===== config.mk =====
export PLATFORM = sky130hd
export DESIGN_NAME = wdt_alarm_timer
export DESIGN_NICKNAME = d
export VERILOG_FILES = /design/src/rtl/wdt_pkg.sv /design/src/rtl/wdt_datapath.sv /design/src/rtl/wdt_control.sv /design/src/rtl/wdt_alarm_timer.sv
export SDC_FILE = /design/constraint.sdc
export NUM_CORES = 1
export LEC_CHECK = 0
export BUFFER_PORTS_ARGS = -buffer_cell sky130_fd_sc_hd__buf_4
export CAP_MARGIN = 20
export CORE_MARGIN = 3
export CORE_UTILIZATION = 45
export CTS_CLUSTER_DIAMETER = 150
export CTS_CLUSTER_SIZE = 25
export DETAILED_ROUTE_END_ITERATION = 10
export PLACE_DENSITY = 0.72
export SETUP_SLACK_MARGIN = 0.4
export SLEW_MARGIN = 10
export SYNTH_ARGS = -nofsm -noshare
export SYNTH_HDL_FRONTEND = slang
export SYNTH_SLANG_ARGS = --single-unit
export TNS_END_PERCENT = 20

===== constraint.sdc =====
create_clock -name clk -period 2.7 [get_ports clk]
set_input_delay 0.54 -clock clk [delete_from_list [all_inputs] [get_ports clk]]
set_output_delay 0.54 -clock clk [all_outputs]
set_load 0.03 [all_outputs]

===== src/rtl/wdt_pkg.sv =====
package wdt_pkg;

  // Number of counter bytes; the counter is 8*CNT_BYTES bits wide.
  parameter int CNT_BYTES = 3;

  // Strobes from the control section to the count datapath.
  typedef struct packed {
    logic                 reload;    // load counter from (updated) preset
    logic [CNT_BYTES-1:0] byteWr;    // replace one preset byte
    logic [7:0]           wrByte;    // data for byteWr
    logic                 decEn;     // a decrement is due this cycle
    logic                 wrapMode;  // 1: reload at expiry, 0: stop at zero
  } dpStrobe_t;

endpackage


===== src/rtl/wdt_datapath.sv =====
module wdt_datapath
  import wdt_pkg::*;
(
  input  logic                   clk,
  input  logic                   rstN,
  input  dpStrobe_t              strb,
  output logic [8*CNT_BYTES-1:0] cntQ,
  output logic                   zeroEvt
);

  localparam int W = 8 * CNT_BYTES;

  logic [W-1:0] presetQ;
  logic [W-1:0] presetD;

  // One register per preset byte.
  for (genvar b = 0; b < CNT_BYTES; b++) begin : g_preset
    assign presetD[8*b +: 8] = strb.byteWr[b] ? strb.wrByte : presetQ[8*b +: 8];

    always_ff @(posedge clk or negedge rstN) begin
      if (!rstN) presetQ[8*b +: 8] <= '0;
      else       presetQ[8*b +: 8] <= presetD[8*b +: 8];
    end
  end

  // Expiry: a due decrement from one, not masked by a reload.
  assign zeroEvt = !strb.reload && strb.decEn && (cntQ == W'(1));

  always_ff @(posedge clk or negedge rstN) begin
    if (!rstN) begin
      cntQ <= '0;
    end else if (strb.reload) begin
      cntQ <= presetD;
    end else if (strb.decEn && (cntQ != '0)) begin
      if (cntQ == W'(1)) cntQ <= strb.wrapMode ? presetQ : '0;
      else               cntQ <= cntQ - W'(1);
    end
  end

  // without reload or due decrement the count holds
  p_hold_r2: assert property (@(posedge clk) disable iff (!rstN)
    (!strb.reload && !strb.decEn) |=> $stable(cntQ));

  // after a reload the counter equals the stored preset
  p_reload_r5: assert property (@(posedge clk) disable iff (!rstN)
    strb.reload |=> (cntQ == presetQ));

  // an idle zero count stays zero until reloaded
  p_idle_zero_r10: assert property (@(posedge clk) disable iff (!rstN)
    ((cntQ == '0) && !strb.reload) |=> (cntQ == '0));

endmodule


===== src/rtl/wdt_control.sv =====
module wdt_control
  import wdt_pkg::*;
#(
  parameter int DIV_W   = 12,
  parameter int PULSE_W = 10,
  parameter int ADDR_W  = 3
)(
  input  logic                   clk,
  input  logic                   rstN,
  input  logic                   tick4k,
  input  logic                   busWr,
  input  logic                   busRd,
  input  logic [ADDR_W-1:0]      busAddr,
  input  logic [7:0]             busWdata,
  input  logic [8*CNT_BYTES-1:0] cntQ,
  input  logic                   zeroEvt,
  output dpStrobe_t              strb,
  output logic [7:0]             busRdata,
  output logic                   alarmFlag,
  output logic                   rstOut,
  output logic                   intOut
);

  localparam logic [ADDR_W-1:0] A_CTRL   = ADDR_W'(CNT_BYTES);
  localparam logic [ADDR_W-1:0] A_STAT   = ADDR_W'(CNT_BYTES + 1);
  localparam logic [7:0]        CTRL_RST = 8'h06;
  localparam int B_EN    = 6;
  localparam int B_MODE  = 5;
  localparam int B_STEER = 3;
  localparam int B_AIE   = 0;

  logic [7:0]         ctrlQ;
  logic [DIV_W-1:0]   divCnt;
  logic               tick1;
  logic               isCnt;
  logic               expire;
  logic               pulseOn;
  logic               pulseSteer;
  logic [PULSE_W-1:0] pulseCnt;

  assign isCnt  = busAddr < A_CTRL;
  assign tick1  = tick4k && (divCnt == '1);
  assign expire = zeroEvt && ctrlQ[B_MODE];

  // Strobes toward the datapath.
  always_comb begin
    strb.reload   = isCnt && (busWr || busRd);
    strb.wrByte   = busWdata;
    strb.decEn    = ctrlQ[B_EN] && (ctrlQ[B_MODE] ? tick4k : tick1);
    strb.wrapMode = !ctrlQ[B_MODE];
    for (int b = 0; b < CNT_BYTES; b++)
      strb.byteWr[b] = busWr && (busAddr == ADDR_W'(b));
  end

  // Read mux.
  always_comb begin
    busRdata = '0;
    for (int b = 0; b < CNT_BYTES; b++)
      if (busAddr == ADDR_W'(b)) busRdata = cntQ[8*b +: 8];
    if (busAddr == A_CTRL) busRdata = ctrlQ;
    if (busAddr == A_STAT) busRdata = {7'b0, alarmFlag};
  end

  // Control register and 1 Hz divider.
  always_ff @(posedge clk or negedge rstN) begin
    if (!rstN) begin
      ctrlQ  <= CTRL_RST;
      divCnt <= '0;
    end else begin
      if (busWr && (busAddr == A_CTRL)) ctrlQ <= busWdata;
      if (tick4k) divCnt <= divCnt + DIV_W'(1);
    end
  end

  // Alarm flag: expiry wins over a clearing write.
  always_ff @(posedge clk or negedge rstN) begin
    if (!rstN)
      alarmFlag <= 1'b0;
    else if (expire)
      alarmFlag <= 1'b1;
    else if (busWr && (busAddr == A_STAT) && !busWdata[0])
      alarmFlag <= 1'b0;
  end

  // Expiry pulse generator, steering captured at start.
  always_ff @(posedge clk or negedge rstN) begin
    if (!rstN) begin
      pulseOn    <= 1'b0;
      pulseSteer <= 1'b0;
      pulseCnt   <= '0;
    end else if (expire) begin
      pulseOn    <= 1'b1;
      pulseSteer <= ctrlQ[B_STEER];
      pulseCnt   <= '0;
    end else if (pulseOn && tick4k) begin
      if (pulseCnt == '1) pulseOn  <= 1'b0;
      else                pulseCnt <= pulseCnt + PULSE_W'(1);
    end
  end

  assign rstOut = pulseOn && !pulseSteer;
  assign intOut = (pulseOn && pulseSteer) ||
                  (alarmFlag && ctrlQ[B_AIE] && ctrlQ[B_STEER]);

  // a one-shot expiry raises the flag and starts the pulse
  p_flag_on_expiry_r4: assert property (@(posedge clk) disable iff (!rstN)
    expire |=> (alarmFlag && pulseOn));

  // a pulse only ends on the tick that completes its window
  p_pulse_len_r6: assert property (@(posedge clk) disable iff (!rstN)
    $fell(pulseOn) |-> ($past(pulseCnt) == {PULSE_W{1'b1}} && $past(tick4k)));

  // an interrupt pulse keeps intOut high whatever the control writes
  p_aie_keeps_pulse_r8: assert property (@(posedge clk) disable iff (!rstN)
    (pulseOn && pulseSteer && !tick4k) |=> intOut);

  // a clearing status write without expiry drops the flag
  p_flag_clear_r9: assert property (@(posedge clk) disable iff (!rstN)
    (busWr && (busAddr == A_STAT) && !busWdata[0] && !expire) |=> !alarmFlag);

endmodule


===== src/rtl/wdt_alarm_timer.sv =====
module wdt_alarm_timer
  import wdt_pkg::*;
#(
  parameter int DIV_W   = 12,
  parameter int PULSE_W = 10,
  parameter int ADDR_W  = 3
)(
  input  logic              clk,
  input  logic              rstN,
  input  logic              tick4k,
  input  logic              busWr,
  input  logic              busRd,
  input  logic [ADDR_W-1:0] busAddr,
  input  logic [7:0]        busWdata,
  output logic [7:0]        busRdata,
  output logic              alarmFlag,
  output logic              rstOut,
  output logic              intOut
);

  dpStrobe_t              strb;
  logic [8*CNT_BYTES-1:0] cntQ;
  logic                   zeroEvt;

  wdt_control #(
    .DIV_W  (DIV_W),
    .PULSE_W(PULSE_W),
    .ADDR_W (ADDR_W)
  ) u_ctrl (
    .clk      (clk),
    .rstN     (rstN),
    .tick4k   (tick4k),
    .busWr    (busWr),
    .busRd    (busRd),
    .busAddr  (busAddr),
    .busWdata (busWdata),
    .cntQ     (cntQ),
    .zeroEvt  (zeroEvt),
    .strb     (strb),
    .busRdata (busRdata),
    .alarmFlag(alarmFlag),
    .rstOut   (rstOut),
    .intOut   (intOut)
  );

  wdt_datapath u_dp (
    .clk    (clk),
    .rstN   (rstN),
    .strb   (strb),
    .cntQ   (cntQ),
    .zeroEvt(zeroEvt)
  );

endmodule


==> results of run 1 <==
cell type report:
| class | count | area (sq um) | share of cell area [%] |
|---|---|---|---|
| flip-flops and latches | 81 | 2030 | 35.4 |
| clock buffers | 9 | 124 | 2.16 |
| repair buffers | 84 | 732 | 12.8 |
| inverters | 6 | 22.5 | 0.393 |
| multi-input cells | 362 | 2600 | 45.4 |
| clock inverters | 7 | 52.6 | 0.917 |
| well taps | 133 | 166 | 2.90 |
flip-flops by register name, summed over array words and instances, names as in the netlist:
name,cells
u_ctrl.pulseCnt,10
u_ctrl.alarmFlag,1
u_ctrl.pulseOn,1
u_ctrl.divCnt,12
u_dp.presetQ,24
u_dp.cntQ,24
u_ctrl.ctrlQ,8
u_ctrl.pulseSteer,1
per-layer routing:
metal | routed length, um | vias to the layer above
met5 | 0 | -
met4 | 399 | 0
met3 | 1260 | 38
met2 | 6290 | 212
met1 | 5560 | 2029
li1 | - | 1881
repair_timing:
item / 4_1_cts / 5_1_grt
buffers inserted: 6 / 9
resized for setup: 8 / 30
gates cloned: 0 / 2
endpoints found under the setup margin: 26 / 39
pin swaps: 4 / 6
kinds of logic after synthesis:
kind of cell | after synthesis
and+or+nand+nor | 186
AOI/OAI and AO/OA | 95
DFF | 81
muxes | 41
xor gates and xnor gates | 35
buffers and inverters | 31
adders and majority gates | 5
synth_stat cells (all sizes together), types with 3 or more instances:
| cell | instances | area share [%] |
|---|---|---|
| a211oi | 5 | 0.81 |
| nand4 | 11 | 1.5 |
| nor3 | 9 | 0.97 |
| clkbuf | 15 | 1.2 |
| and3 | 4 | 0.54 |
| o31ai | 4 | 0.75 |
| ha | 5 | 1.3 |
| mux2 | 33 | 8.0 |
| nand3 | 15 | 1.6 |
| buf | 10 | 1.2 |
| a311oi | 3 | 0.56 |
| or3 | 6 | 0.81 |
| o221ai | 3 | 0.70 |
| nor4 | 11 | 1.9 |
| nor2 | 51 | 4.1 |
| or4 | 6 | 1.1 |
| a21oi | 21 | 2.3 |
| nor3b | 7 | 1.1 |
| o21ai | 31 | 3.3 |
| nor2b | 9 | 1.2 |
| xnor2 | 14 | 2.6 |
| or2 | 5 | 0.67 |
| nand2 | 44 | 3.5 |
| a2111oi | 4 | 0.75 |
| a31oi | 7 | 0.94 |
| a21o | 3 | 0.48 |
| inv | 6 | 0.48 |
| dfrtp | 79 | 42 |
| mux4 | 8 | 3.9 |
| o211ai | 4 | 0.65 |
| xor2 | 21 | 4.0 |
worst paths after layout:
| path | to | slack [ns] |
|---|---|---|
| setup / recovery | u_dp.cntQ[11] | 0.15 |
| hold / removal | u_ctrl.divCnt[7] | 0.14 |
| setup reg to reg | u_dp.cntQ[11] | 0.15 |
| min in group clk | u_ctrl.divCnt[0] | 0.44 |
| max in group asynchronous | u_dp.cntQ[1] | 1.95 |
| hold reg to reg | u_ctrl.divCnt[6] | 0.48 |
through the flow:
| stage | utilization, % | hold WS, ns | worst slack [ns] | std cells |
|---|---|---|---|---|
| after floorplan | - | 0.244 | 0.104 | 474 |
| after global placement | 53.0 | 0.459 | 0.175 | 649 |
| after detailed placement | 53.0 | 0.469 | 0.125 | 649 |
| after CTS | 55.5 | 0.145 | 0.300 | 671 |
| after global routing | 57.8 | 0.153 | 0.0752 | 682 |
| final | 57.8 | 0.137 | 0.149 | 682 |
power groups by stage:
stage          Sequential, mW  Clock, mW  Combinational [mW]
2_1_floorplan            1.70          0               0.826
3_3_place_gp             1.73          0                1.28
3_5_place_dp             1.75          0                1.30
4_1_cts                  1.73      0.835                1.32
5_1_grt                  1.78      0.887                1.54
6_report                 1.74      0.815                1.42
==> flow_summary.json, run 1 <==
{
  "worstPathArrival_ns": 2.78,
  "final-hold-violation-count": 0,
  "cts_made_buffers": 9,
  "antennaDiodeCount": 0,
  "mostFrequentLayoutCell": "dfrtp_1",
  "reg2reg_from": "u_dp.cntQ[14]",
  "p_sw_mw": 1.51,
  "drt_iter0_markers": 526,
  "p_comb_share_pct": 35.7,
  "synth-compound-area-share_pct": 13.1,
  "fmax_ghz": 0.392,
  "wl_per_cell_um": 19.8,
  "power.internal_mw": 2.47,
  "syn_area_per_cell_sq_um": 9.82,
  "critPathTopFamily": "simple AND/OR/NAND/NOR gates",
  "powerDensity_mw_per_mm2": 695,
  "grt.met1_usage_pct": 30.8,
  "syn_nets": 495,
  "vias": 4160,
  "cp-startpoint": "u_dp.cntQ[14]",
  "fin_skew_ns": 0.0108,
  "crit_buf_inv": 2,
  "post-route-period-util_pct": 94.5,
  "peakVddDrop_mv": 0.488,
  "ys_warn_count": 0,
  "period_needed_ns": 2.55,
  "fill_cells": 860,
  "reg2reg_depth": 8,
  "io_pins": 27,
  "cp_cell_sequence": "or4_4 -> or4_4 -> nor4_4 -> buf_4 -> buf_6 -> a21oi_1 -> o21ai_0 -> a21oi_1",
  "ys_seq_area_share_pct": 43.6,
  "start_util_pct": 47.0,
  "root_buffer": "clkbuf_8",
  "cellLeakagePower_nw": 2.41,
  "port_buffers": 26,
  "final_cell_mix": "dfrtp_1 (79), buf_4 (71), nor2_1 (47)",
  "routed_via_density": 6.10,
  "grt_pass1_wl_mm": 20.6,
  "cp.depth": 8,
  "crit_slowest_cell": "or4_4",
  "worst_slew_pin_slew_ns": 0.587,
  "rows": 36,
  "synth_top_family_by_area": "simple AND/OR/NAND/NOR gates",
  "routed_wl_mm": 13.5,
  "setup_viol": 0,
  "required_ns": 2.93,
  "grt_start_max_net_pins": 46,
  "synth_xor_area_share_pct": 6.59,
  "clk_latency_ns": 0.36,
  "busiest_layer": "met2",
  "synthSimpleGateAreaFrac_pct": 20.5,
  "critPathLaunchType": "flip-flop",
  "synth_seq_cells": 81,
  "grt_usage_pct": 22.9,
  "drive_above_1_share_pct": 31.7,
  "cts-hold-fix-buffers": 0,
  "crit_fanout": 10,
  "synthCells": 474,
  "power_mw": 3.98,
  "place_area_sq_mm": 0.00525,
  "status": "complete, no violations",
  "synthAdderAreaFrac_pct": 1.34,
  "finalInstanceArea_sq_mm": 0.00573,
  "antenna_found_initial": 0,
  "grt.met3_usage_pct": 5.34,
  "pwr-share-seq_pct": 43.8,
  "slew_headroom_pct": 60.3,
  "dp_hpwl_mm": 9.08,
  "slowest_delay_ns": 0.53,
  "hold_class": "primary input to asynchronous set/reset pin",
  "area_growth_pct": 23.2,
  "worstSetupPathType": "flip-flop to flip-flop",
  "drc": 0,
  "synthMuxAreaShare_pct": 11.9,
  "async_flop_share_pct": 100,
  "die_y_um": 108,
  "core-area_sq_mm": 0.00991,
  "rsz0062_at_grt": "true",
  "p_clk_share_pct": 20.5,
  "switching_share_pct": 37.9,
  "dr.pass1.iters": 8,
  "grt_pass1_vias": 3974,
  "cts_sinks": 81,
  "final_nets": 565,
  "die_w_um": 108,
  "synth-main-ff-cell": "dfrtp_1",
  "gp_congestion": 0.980,
  "yosysUniqueCellTypes": 54,
  "cts_tree": "built",
  "cp-end-kind": "flip-flop",
  "syn_area_sq_mm": 0.00465,
  "dieArea_sq_mm": 0.0116,
  "htreeDepth": 3,
  "slew_viol_final": 0,
  "clk_pin_slew_ns": 0.09,
  "fin_setup_tns_ns": 0,
  "ant_nets": 0,
  "overflow": 0,
  "clockBufferDepth": 2,
  "max_cap_viol_count": 0,
  "use_met2_pct": 36.5,
  "synth_enable_flop_cells": 0
}
No activity file was read; power rests on OpenSTA's default activity.
==> inputs of run 2 (changes only) <==
--- a/config.mk
+++ b/config.mk
@@ -12,7 +12,7 @@
 export CTS_CLUSTER_DIAMETER = 150
 export CTS_CLUSTER_SIZE = 25
 export DETAILED_ROUTE_END_ITERATION = 10
-export PLACE_DENSITY = 0.72
+export PLACE_DENSITY = 0.7
 export SETUP_SLACK_MARGIN = 0.4
 export SLEW_MARGIN = 10
 export SYNTH_ARGS = -nofsm -noshare
==> constraint.sdc (replaced) <==
create_clock -name clk -period 3.3 [get_ports clk]
set_input_delay 0.66 -clock clk [delete_from_list [all_inputs] [get_ports clk]]
set_output_delay 0.66 -clock clk [all_outputs]
set_load 0.03 [all_outputs]
==> run 2 against run 1 <==
  * Utilization is 4.1 points lower
  * Register-to-register slack improved by 0.41 ns
  * Maximum frequency down 6.9%
  * Combinational power down 35%
  * Flip-flop and latch count unchanged
  * Count of clock-buffer cells in the layout is 3 higher
  * First-iteration DRC count is 35% lower
  * Critical path depth fell by 1
  * Cell count down 5.7%
  * Clock skew increased by 0.0025 ns
  * Via count down 5.0%
  * Largest cell class unchanged
  * Highest routed layer unchanged
==> flow_summary.json, run 2 (synthesis results as in run 1) <==
{
  "final_cell_mix": "dfrtp_1 (78), nor2_1 (51), nand2_1 (44)",
  "core-area_sq_mm": 0.00991,
  "slew_headroom_pct": 41.3,
  "rows": 36,
  "dp_hpwl_mm": 8.78,
  "grt_pass1_wl_mm": 20.4,
  "ant_nets": 0,
  "final-hold-violation-count": 0,
  "fin_hold_ws_ns": 0.264,
  "dp_cells": 626,
  "root_buffer": "clkbuf_8",
  "drc": 0,
  "crit_buf_inv": 1,
  "grt_start_max_net_pins": 82,
  "reg2reg_from": "u_dp.cntQ[14]",
  "dr.pass1.iters": 5,
  "cts_sinks": 81,
  "post-route-period-util_pct": 83.0,
  "antennaDiodeCount": 0,
  "io_pins": 27,
  "reg2reg_slack_ns": 0.56,
  "area_growth_pct": 14.5,
  "die_w_um": 108,
  "cp_common_cell": "or4_4",
  "htreeDepth": 3,
  "critPathTopFamily": "simple AND/OR/NAND/NOR gates",
  "worstPathArrival_ns": 2.97,
  "routed_via_density": 6.15,
  "clockBufferDepth": 2,
  "drt_iter0_markers": 344,
  "critPathCapture": "u_dp.cntQ[21]",
  "port_buffers": 26,
  "cp_cell_sequence": "or4_4 -> or4_4 -> nor4_4 -> buf_4 -> a21oi_2 -> o221ai_2 -> o31ai_2",
  "overflow": 0,
  "clk_pin_slew_ns": 0.08,
  "crit_fanout": 16,
  "required_ns": 3.53,
  "setup_viol": 0,
  "cp.depth": 7,
  "start_util_pct": 47.0,
  "top_regs": "u_dp.cntQ x24, u_dp.presetQ x24, u_ctrl.divCnt x12",
  "powerDensity_mw_per_mm2": 609,
  "cellLeakagePower_nw": 2.19,
  "wl_per_cell_um": 19.6,
  "worstSetupPathType": "flip-flop to flip-flop",
  "gp_congestion": 0.975,
  "dieArea_sq_mm": 0.0116,
  "status": "complete, no violations",
  "vias": 3952,
  "reg2reg_depth": 7,
  "rsz0062_at_grt": "false",
  "die_y_um": 108,
  "cts-hold-fix-buffers": 0,
  "drive_above_1_share_pct": 23.3,
  "fin_cells": 643,
  "fin_setup_tns_ns": 0,
  "critPathLaunchType": "flip-flop",
  "hold_class": "primary input to asynchronous set/reset pin",
  "fin_skew_ns": 0.0133,
  "crit_slowest_cell": "or4_4",
  "slowest_delay_ns": 0.60,
  "max_cap_viol_count": 0,
  "slew_viol_final": 0,
  "cts_tree": "built",
  "peakVddDrop_mv": 0.255,
  "antenna_found_initial": 0,
  "r2r_end": "u_dp.cntQ[21]",
  "final_nets": 526,
  "cp-startpoint": "u_dp.cntQ[14]",
  "mostFrequentLayoutCell": "dfrtp_1",
  "grt_usage_pct": 22.5,
  "period_needed_ns": 2.74,
  "fmax_ghz": 0.365,
  "worst_slew_pin_slew_ns": 0.880,
  "cp-end-kind": "flip-flop",
  "cts_made_buffers": 9,
  "routed_wl_mm": 12.6,
  "grt_pass1_vias": 3844,
  "clk_latency_ns": 0.36,
  "cts_setup_buffers": 0
}
## run 2: cell types whose count changed in the layout (fill, tap and decap cells not counted), sizes merged
cell / delta
clkbuf: +2
clkinv: -3
inv: -3
clkinvlp: +1
buf: -38
bufinv: +2
## run 2: per-stage QoR
step           area (sq um)  worst slack [ns]  util (%)  power [mW]
3_3_place_gp           5050             0.278      51.0        2.37
4_1_cts                5290             0.425      53.4        3.24
5_1_grt                5330             0.443      53.8        3.41
6_report               5330             0.561      53.8        3.24
2_1_floorplan          4650             0.542         -        2.06
3_5_place_dp           5060             0.372      51.0        2.40
## run 2: timing repair
action                     4_1_cts  5_1_grt
cloned                           0        0
resized for setup                1        5
setup endpoints to repair        8       18
## run 2: power by group
part           switching (mW)  internal, mW
clock                   0.364         0.468
sequential              0.285          1.21
combinational           0.497         0.421
total                    1.15          2.10
## run 2: how the worst min path moves through the flow
stage	from	end	slack (ns)	cells after the start
3_3_place_gp	u_ctrl.divCnt[6]	u_ctrl.divCnt[6]	0.46	1
2_1_floorplan	rstN	u_ctrl.alarmFlag	0.36	0
4_1_cts	u_ctrl.divCnt[6]	u_ctrl.divCnt[6]	0.48	1
5_1_grt	rstN	u_dp.presetQ[5]	0.30	1
6_report	rstN	u_dp.presetQ[0]	0.26	1
3_5_place_dp	u_ctrl.divCnt[6]	u_ctrl.divCnt[6]	0.46	1
## run 2: layout make-up
type                            instances  area (sq um)
Tap cell                              133           166
Fill cell                             901          4580
Timing Repair Buffer                   45           363
Clock buffer                           12           155
Multi-Input combinational cell        362          2510
Inverter                                6          22.5
Sequential cell                        81          2030
Clock inverter                          4          75.1
## run 2: metal layers
metal  wire (um)  global-route usage [%]  part of all wire (%)
met2        6010                    36.5                    48
met3         795                    3.54                   6.3
met4         251                    7.03                   2.0
met5           0                       0                     0
met1        5560                    31.0                    44
